--- config.mk ---
export PLATFORM = sky130hd
export DESIGN_NAME = subq_ready_port
export DESIGN_NICKNAME = d
export VERILOG_FILES = /design/src/rtl/subq_pkg.sv /design/src/rtl/subq_sync.sv /design/src/rtl/subq_timer.sv /design/src/rtl/subq_shifter.sv /design/src/rtl/subq_ctrl.sv /design/src/rtl/subq_ready_port.sv
export SDC_FILE = /design/constraint.sdc
export NUM_CORES = 1
export LEC_CHECK = 0
export BUFFER_PORTS_ARGS = -buffer_cell sky130_fd_sc_hd__buf_4
export CAP_MARGIN = 0
export CORE_MARGIN = 2
export CORE_UTILIZATION = 45
export DETAILED_ROUTE_END_ITERATION = 16
export PLACE_DENSITY = 0.68
export SLEW_MARGIN = 30
export SYNTH_ARGS = -nofsm -noshare
export SYNTH_HDL_FRONTEND = slang
export SYNTH_SLANG_ARGS = --single-unit
--- constraint.sdc ---
create_clock -name clk -period 2 [get_ports clk]
set_clock_uncertainty 0.05 [all_clocks]
set_input_delay 0.4 -clock clk [delete_from_list [all_inputs] [get_ports clk]]
set_output_delay 0.4 -clock clk [all_outputs]
set_load 0.005 [all_outputs]
--- src/rtl/subq_pkg.sv ---
package subq_pkg;
  // What happens to a frame strobe in the cycle it is offered.
  typedef enum logic [1:0] {
    FD_NONE = 2'd0,
    FD_TAKE = 2'd1,
    FD_BADCRC = 2'd2,
    FD_BUSY = 2'd3
  } frm_dec_e;

  function automatic int unsigned cnt_width(input int unsigned maxv);
    return (maxv < 2) ? 1 : $clog2(maxv + 1);
  endfunction
endpackage

--- src/rtl/subq_sync.sv ---
module subq_sync #(
  parameter int N = 2,
  parameter int STAGES = 2
) (
  input  logic         clk,
  input  logic         rst_n,
  input  logic [N-1:0] din,
  output logic [N-1:0] lvl,
  output logic [N-1:0] rise
);
  for (genvar i = 0; i < N; i++) begin : g_bit
    logic [STAGES:0] pipe;
    always_ff @(posedge clk or negedge rst_n) begin
      if (!rst_n) pipe <= '0;
      else        pipe <= {pipe[STAGES-1:0], din[i]};
    end
    assign lvl[i]  = pipe[STAGES-1];
    assign rise[i] = pipe[STAGES-1] & ~pipe[STAGES];
  end
endmodule

--- src/rtl/subq_timer.sv ---
module subq_timer #(
  parameter int unsigned LOADV = 16,
  parameter int unsigned MAXV = 32
) (
  input  logic clk,
  input  logic rst_n,
  input  logic load,
  input  logic cancel,
  output logic done
);
  localparam int unsigned CW = subq_pkg::cnt_width(MAXV);
  localparam logic [CW-1:0] LV = CW'(LOADV);

  logic [CW-1:0] cnt;

  always_ff @(posedge clk or negedge rst_n) begin
    if (!rst_n)           cnt <= '0;
    else if (load)        cnt <= LV;
    else if (cancel)      cnt <= '0;
    else if (cnt != '0)   cnt <= cnt - 1'b1;
  end

  assign done = (cnt == CW'(1));


  timer_idle_chk: assert property (@(posedge clk) disable iff (!rst_n)
    (done && !load) |=> (cnt == '0));
endmodule

--- src/rtl/subq_shifter.sv ---
module subq_shifter #(
  parameter int W = 80
) (
  input  logic         clk,
  input  logic         rst_n,
  input  logic         ld,
  input  logic [W-1:0] din,
  input  logic         sh,
  output logic         msb
);
  logic [W-1:0] sr;

  always_ff @(posedge clk or negedge rst_n) begin
    if (!rst_n)   sr <= '0;
    else if (ld)  sr <= din;
    else if (sh)  sr <= {sr[W-2:0], 1'b0};
  end

  assign msb = sr[W-1];


  word_hold_chk: assert property (@(posedge clk) disable iff (!rst_n)
    (!ld && !sh) |=> $stable(sr));
endmodule

--- src/rtl/subq_ctrl.sv ---
module subq_ctrl #(
  parameter int unsigned FRAME_CYC = 2500,
  parameter int unsigned WINDOW_CYC = 1200,
  parameter int unsigned PULSE_CYC = 300
) (
  input  logic clk,
  input  logic rst_n,
  input  logic frm_valid,
  input  logic frm_crc_ok,
  input  logic ren_lvl,
  input  logic ren_rise,
  output logic frm_ready,
  output logic take,
  output logic rdy_n,
  output logic have_word
);
  import subq_pkg::*;

  logic     pulse_done, win_done, skip_q;
  frm_dec_e dec;

  always_comb begin
    if (!frm_valid)                dec = FD_NONE;
    else if (ren_lvl || skip_q)    dec = FD_BUSY;
    else if (!frm_crc_ok)          dec = FD_BADCRC;
    else                           dec = FD_TAKE;
  end

  assign take      = (dec == FD_TAKE);
  assign frm_ready = ~ren_lvl & ~skip_q;

  subq_timer #(.LOADV(PULSE_CYC), .MAXV(FRAME_CYC)) u_pulse (
    .clk(clk), .rst_n(rst_n), .load(take), .cancel(ren_rise), .done(pulse_done)
  );

  subq_timer #(.LOADV(WINDOW_CYC), .MAXV(FRAME_CYC)) u_window (
    .clk(clk), .rst_n(rst_n), .load(take), .cancel(1'b0), .done(win_done)
  );

  always_ff @(posedge clk or negedge rst_n) begin
    if (!rst_n)                      rdy_n <= 1'b1;
    else if (take)                   rdy_n <= 1'b0;
    else if (ren_rise || pulse_done) rdy_n <= 1'b1;
  end

  always_ff @(posedge clk or negedge rst_n) begin
    if (!rst_n)                      skip_q <= 1'b0;
    else if (win_done && ren_lvl)    skip_q <= 1'b1;
    else if (frm_valid && skip_q)    skip_q <= 1'b0;
  end

  always_ff @(posedge clk or negedge rst_n) begin
    if (!rst_n)     have_word <= 1'b0;
    else if (take)  have_word <= 1'b1;
  end


  rdy_source_chk: assert property (@(posedge clk) disable iff (!rst_n)
    $fell(rdy_n) |-> $past(frm_valid && frm_crc_ok));

  bad_crc_quiet_chk: assert property (@(posedge clk) disable iff (!rst_n)
    (frm_valid && !frm_crc_ok) |=> !$fell(rdy_n));

  ren_clears_rdy_chk: assert property (@(posedge clk) disable iff (!rst_n)
    ren_rise |=> rdy_n);

  busy_drop_chk: assert property (@(posedge clk) disable iff (!rst_n)
    (frm_valid && ren_lvl) |=> !$fell(rdy_n));

  skip_drop_chk: assert property (@(posedge clk) disable iff (!rst_n)
    (frm_valid && skip_q) |=> (!$fell(rdy_n) && !skip_q));
endmodule

--- src/rtl/subq_ready_port.sv ---
module subq_ready_port #(
  parameter int PAYLOAD_W = 80,
  parameter int unsigned FRAME_CYC = 131000,
  parameter int unsigned WINDOW_CYC = 26000,
  parameter int unsigned PULSE_CYC = 23000,
  parameter int SYNC_STAGES = 2
) (
  input  logic                 clk,
  input  logic                 rst_n,
  input  logic                 frm_valid,
  output logic                 frm_ready,
  input  logic                 frm_crc_ok,
  input  logic [PAYLOAD_W-1:0] frm_payload,
  input  logic                 mcu_ren,
  input  logic                 mcu_sclk,
  output logic                 sq_rdy_n,
  output logic                 dat_o,
  output logic                 dat_oe
);
  localparam int NSYNC = 2;
  localparam int IDX_REN = 0;
  localparam int IDX_SCLK = 1;

  logic [NSYNC-1:0] s_lvl, s_rise;
  logic take, have_word, msb, shift;

  subq_sync #(.N(NSYNC), .STAGES(SYNC_STAGES)) u_sync (
    .clk(clk), .rst_n(rst_n), .din({mcu_sclk, mcu_ren}), .lvl(s_lvl), .rise(s_rise)
  );

  subq_ctrl #(.FRAME_CYC(FRAME_CYC), .WINDOW_CYC(WINDOW_CYC), .PULSE_CYC(PULSE_CYC)) u_ctrl (
    .clk(clk), .rst_n(rst_n), .frm_valid(frm_valid), .frm_crc_ok(frm_crc_ok),
    .ren_lvl(s_lvl[IDX_REN]), .ren_rise(s_rise[IDX_REN]), .frm_ready(frm_ready),
    .take(take), .rdy_n(sq_rdy_n), .have_word(have_word)
  );

  assign shift = s_lvl[IDX_REN] & s_rise[IDX_SCLK];

  subq_shifter #(.W(PAYLOAD_W)) u_shift (
    .clk(clk), .rst_n(rst_n), .ld(take), .din(frm_payload), .sh(shift), .msb(msb)
  );

  assign dat_oe = s_lvl[IDX_REN] & have_word;
  assign dat_o  = dat_oe & msb;


  float_when_idle_chk: assert property (@(posedge clk) disable iff (!rst_n)
    !s_lvl[IDX_REN] |-> !dat_oe);

  no_word_float_chk: assert property (@(posedge clk) disable iff (!rst_n)
    !have_word |-> (!dat_oe && sq_rdy_n));
endmodule

* Word level (Yosys, flattened, before mapping)
Index checks and enable logic that the tools add are counted.
** Word-level totals
- Bits in latches :: 0
- Input port bits :: 86
- Word-level logic and storage cells :: 48
- Bits in read-only memories :: 0
- Output and inout port bits :: 4
- Flip-flop bits (word level) :: 123
- Bits in writable memories :: 0
- Memories kept :: 0
** Cells by class
- Magnitude comparators :: 0
- Reduce and logical (&&, ||, !) cells :: 11
- Multiplexer cells :: 14
- Shift-type cells :: 0
- Equal/unequal tests :: 3
- Bitwise gates (word level) :: 10
- Div/mod/pow operators :: 0
- Add/sub/neg operators :: 2
- Multipliers :: 0
** Operators with widths (count)
- two-way mux 80 bit :: 2
- two-way mux 17 bit :: 5
- equality test 17 x 1 -> 1 bit (second input constant) :: 2
- nonzero test 17 bit :: 2
- subtractor 17 x 1 -> 17 bit (second input constant) :: 2
- nonzero test 2 bit :: 4
- AND 1 bit :: 6
- two-way mux 2 bit :: 3
- two-way mux 1 bit :: 4
- NOT 1 bit :: 4
- nonzero test 3 bit :: 1
- equality test 2 x 1 -> 1 bit (second input constant) :: 1
- logical AND 1 bit :: 2
- logical OR 1 bit :: 2

* Logic depth before layout (Yosys ltp)
- Depth after elaboration :: 5
- Mapped depth :: 7
- Gate-level depth less buffers :: 6

* By module
From an unflattened synthesis, not the netlist that was laid out.
** Unflattened totals
- Cell total of the unflattened synthesis :: 566
- Area total of the unflattened synthesis :: 6152.2 sq um
** By module, submodules not included
- subq_shifter :: seq. area each 2001.9 sq um, cells each 346, area an instance 3847.4 sq um, instances 1
- subq_timer (u_ctrl.u_pulse) :: seq. area each 425.4 sq um, cells each 100, area an instance 1001.0 sq um, instances 1
- subq_timer (u_ctrl.u_window) :: seq. area each 425.4 sq um, cells each 95, area an instance 967.2 sq um, instances 1
- subq_sync :: seq. area each 150.1 sq um, cells each 10, area an instance 192.7 sq um, instances 1
- subq_ctrl :: seq. area each 76.3 sq um, cells each 12, area an instance 123.9 sq um, instances 1
- subq_ready_port :: seq. area each 0.0 sq um, cells each 3, area an instance 20.0 sq um, instances 1

* Least setup slack after synthesis
Ideal clock, no wire load.
- Kind :: register to register
- From :: register u_ctrl.u_window.cnt[0]
- To :: register u_ctrl.u_window.cnt[6]
- Path buffers :: 0
- Setup time :: 0.077 ns
- Period minus slack after synthesis :: 1.821 ns
- Arrival time :: 1.694 ns
- Stages on the path, launching flop included :: 7
- Setup slack :: 0.179 ns
- Required time :: 1.873 ns
- Cell sequence :: dfrtp_1 inv_1 ha_1 nor3b_1 nand2_1 or3b_2 a21oi_1
** Between the ends
- Longest elaborated chain between the ends :: 3
- Elaborated cells between the ends (all ways) :: 5
- Classes of those cells :: add/sub (1); mux (2); reduce/logical (2)
** RTL lines
- from (decl) :: line subq_timer.sv:14 : logic [CW-1:0] cnt;
- from (signal assigned) :: line subq_timer.sv:20 : else if (cnt != '0) cnt <= cnt - 1'b1;
- subtractor 17 x 1 -> 17 bit :: line subq_timer.sv:20
- two-way mux 17 bit :: line subq_timer.sv:20
- two-way mux 17 bit :: line subq_timer.sv:18 : else if (load) cnt <= LV;
Parallel ways exist; a longest one is shown, timed or not. The select of a mux whose other input is x is not followed.
A chain may end at the register's enable or synchronous reset.

* Final worst setup path
- From :: register u_ctrl.u_window.cnt[10]
- To :: register u_ctrl.u_window.cnt[13]
Same word-level chain as after synthesis.

==> summary.md <==
| Metric | Value |
|---|---|
| Ys async rst share | `1.00` |
| Post-synth EDFFs | `0` |
| Critical Path AT | `2.14 ns` |
| P_int | `0.00599 W` |
| Hold path start | `mcu_sclk` |
| Period utilisation layout | `0.925` |
| Worst setup EP type | `flip-flop` |
| Finish-stage setup viols | `0` |
| Post-Synth Simple-Gate Area | `0.245` |
| Leakage dissipation | `3.48 nW` |
| Pre-Repair DR Iteration Count | `5` |
| Switching power | `0.00240 W` |
| Avg Inst Size Synth | `9.80 µm²` |
| Synth Area in Adders | `0.0111` |
| Max VDD drop | `0.593 mV` |
| Clock H-tree levels | `4` |
| Crit-path max cell delay | `0.48 ns` |
| CTS tree | `done` |
| Hold WC Path Type | `input port to flip-flop` |
| DP HPWL | `8740 µm` |
| IO Pins | `90` |
| Pwr dens | `1150 nW/µm²` |
| Post-Syn Instances | `576` |
| Pin count of the biggest net entering global routing | `81` |
| Grt ovf | `0` |
| Compound-Gate Fraction of Synth Area | `0.150` |
| Yosys reg bits | `123` |
| CP startpoint kind | `flip-flop` |
| Total global-route track usage | `0.210` |
| Gate power share | `0.192` |
| Switching Share | `0.287` |
| Synth cell types | `52` |
| Initial drt markers | `353` |
| FF-to-FF Start | `u_ctrl.u_window.cnt[10]` |
| Dominant synthesized flop cell | `dfrtp_1` |
| Via density per instance | `5.50` |
| First-pass GRT wire length | `22,200 µm` |
| Clock power share | `0.388` |
| Core Region | `12,100 µm²` |
| Root Buffer | `clkbuf_16` |
| Share of cells above drive strength 1 | `0.240` |
| Pwr Total | `0.00839 W` |
| Clock Tree Buf Depth | `2` |
| Vias in the first global route | `4,688` |
| Kind of critical path | `flip-flop to flip-flop` |
| CTS sink cnt | `123` |
| Syn Nets | `667` |
| Final hold viol count | `0` |
| Worst setup path start | `u_ctrl.u_window.cnt[10]` |
| Detailed Route WL | `13,200 µm` |
| Drt drc | `0` |
| Dpl cells | `823` |
| Clk slew on worst S/H paths | `0.05 ns` |
| Max frequency | `0.541 GHz` |
| Least-Margin Pin Slew | `0.554 ns` |
| Fin util | `0.602` |
| Area delta synth->final | `29.2%` |
| Die Span Y | `116 µm` |
| Number of nets with antenna violations after routing | `0` |
| Crit Path Max Fanout | `10` |
| Clock buffer count from CTS | `17` |
| CP Cell Sequence | `nor4_4 > nand4_2 > and4_1 > o21ai_1` |
| Die Area | `13,500 µm²` |
| Largest family of logic cells by synthesized area | `simple AND/OR/NAND/NOR gates` |
| Fin Setup TNS | `0 ns` |
| Routability cong. | `0.879` |
| Skew-Pair Late Insertion Delay | `0.42 ns` |
| Synth Area in XOR/XNOR | `0.0124` |
| Vias | `4,710` |
| Critical Path RT | `2.29 ns` |
| Outcome | `complete, no violations` |
| Final min period | `1.85 ns` |
| Slowest cell on crit path | `nor4_4` |
| Yosys warns | `0` |
| I/O Buffers | `89` |
| Layout Cells excl Fill | `856` |
| RSZ-0062 raised after global routing | `false` |
| Starting Density | `0.466` |
| WL/cell | `15.4 µm` |
| Max cap viols | `0` |
| Number of nets in the layout | `766` |
| Worst relative slew slack | `0.630` |
| Post-Syn Area | `5640 µm²` |
| ANT cells | `0` |
| Mux cell area share after synthesis | `0.00532` |
| Cell Rows | `40` |
| Sequential area share after synthesis | `0.546` |
| Max Slew Vio Count | `0` |
| Fillers | `1,061` |
| Initial antenna violation count | `0` |
| Sequential Power Share | `0.420` |
| Die X | `116 µm` |
-- routing by layer --
layer	global-route usage	part of all wire	up-vias
met5	0	0	-
met4	0.0690	0.014	0
met3	0.0769	0.066	21
met2	0.331	0.48	140
met1	0.272	0.44	2301
li1	-	-	2248
-- worst paths after layout --
kind                       slack (ns)  cells after the start                       to
min in group asynchronous        0.43                      2  u_ctrl.u_window.cnt[13]
max in group asynchronous        0.78                      3             u_ctrl.rdy_n
setup reg to reg                 0.15                      4  u_ctrl.u_window.cnt[13]
hold / removal                   0.05                      1  u_sync.g_bit[1].pipe[0]
hold reg to reg                  0.30                      0  u_sync.g_bit[1].pipe[1]
setup / recovery                 0.15                      4  u_ctrl.u_window.cnt[13]
-- cell families after synthesis --
group | count (synthesis)
AOI/OAI and AO/OA | 122
buffers and inverters | 37
xor gates and xnor gates | 8
adders and majority gates | 5
and+or+nand+nor | 278
DFF | 123
muxes | 3
-- final cells by class --
| class | instances | area, µm² | share of cell area |
|---|---|---|---|
| timing repair buffer | 112 | 906 | 0.124 |
| clock inverter | 11 | 166 | 0.0228 |
| multi-input combinational | 416 | 2440 | 0.335 |
| inverter | 5 | 18.8 | 0.00257 |
| sequential | 123 | 3080 | 0.422 |
| clock buffer | 21 | 470 | 0.0645 |
| tap | 168 | 210 | 0.0288 |
-- flip-flops by register name, indices dropped and copies added, names as in the netlist --
| register | flops |
|---|---|
| u_shift.sr | 80 |
| u_ctrl.u_pulse.cnt | 17 |
| u_ctrl.u_window.cnt | 17 |
| u_sync.g_bit.pipe | 6 |
| u_ctrl.have_word | 1 |
| u_ctrl.rdy_n | 1 |
| u_ctrl.skip_q | 1 |
-- power groups by stage --
stage / registers, W / logic [W] / clock network [W]
after global placement: 0.00352 / 0.00154 / 0
after detailed placement: 0.00354 / 0.00160 / 0
after floorplan: 0.00344 / 0.00105 / 0
after global routing: 0.00360 / 0.00184 / 0.00345
final: 0.00353 / 0.00161 / 0.00326
after CTS: 0.00351 / 0.00162 / 0.00332
-- metrics by stage --
stage	setup WS [ns]	cell area, µm²	hold slack, ns
5_1_grt	0.0422	7290	0.0357
4_1_cts	0.0000557	7260	0.0347
2_1_floorplan	0.179	5640	0.0544
3_3_place_gp	0.165	6620	0.290
6_report	0.150	7290	0.0528
3_5_place_dp	0.0229	6620	0.293
-- repair_timing --
item                       CTS  global route
setup buffers                0             0
setup endpoints to repair    0            21
hold endpoints to repair    29             0
resized for setup            0             5
hold buffers                 1             0
-- synthesized netlist by cell type (3+ instances only) --
cell type    n  area (µm²)
nor3_1       6        30.0
or4_1        4        30.0
nor4_1       4        25.0
clkbuf_1    20        75.1
or3_1        8        50.1
nand2_1    175         657
buf_2        8        40.0
o21ai_0     14        70.1
dfrtp_1    122        3050
xnor2_1      5        43.8
xor2_1       3        26.3
nor4_4       5         106
inv_1        5        18.8
and3_1       3        18.8
o31ai_1      3        22.5
nand4_1      3        18.8
nand3_1     10        50.1
and4_1       4        35.0
nand2b_1     6        37.5
nor2_1      23        86.3
a21oi_1     14        70.1
mux2i_1      3        30.0
nand4b_1     4        35.0
a22oi_1     79         593
ha_1         5        62.6
-- placed cells by master (no fill, tap or decap), types with 3 or more instances in the layout --
master      synthesis  final
a22oi_1            79     79
bufinv_16           0      4
and4_1              4      4
buf_12              0      5
xnor2_1             5      5
and3_1              3      3
nor4_1              4      3
mux2i_1             3      3
or3_1               8      8
nand4b_1            4      4
o21ai_0            14     14
clkbuf_8            1      3
nand2_1           175    174
buf_4               0    106
a21oi_1            14     14
clkinvlp_4          0      3
o31ai_1             3      3
nand3_1            10     10
nor4_2              2      3
dfrtp_1           122    122
or4_1               4      4
inv_1               5      5
clkbuf_16           0     17
nor4_4              5      5
nor2_1             23     22
ha_1                5      5
xor2_1              3      3
nand2b_1            6      6
clkinv_2            0      3
nor3_1              6      6
nand4_1             3      3
-- critical path: cells and delay by family (launching register included) --
| kind | cells | cell delay, ns |
|---|---|---|
| AOI/OAI and AO/OA | 1 | 0.13 |
| DFF | 1 | 0.45 |
| and+or+nand+nor | 3 | 1.15 |
No activity file was read; power rests on OpenSTA's default activity.
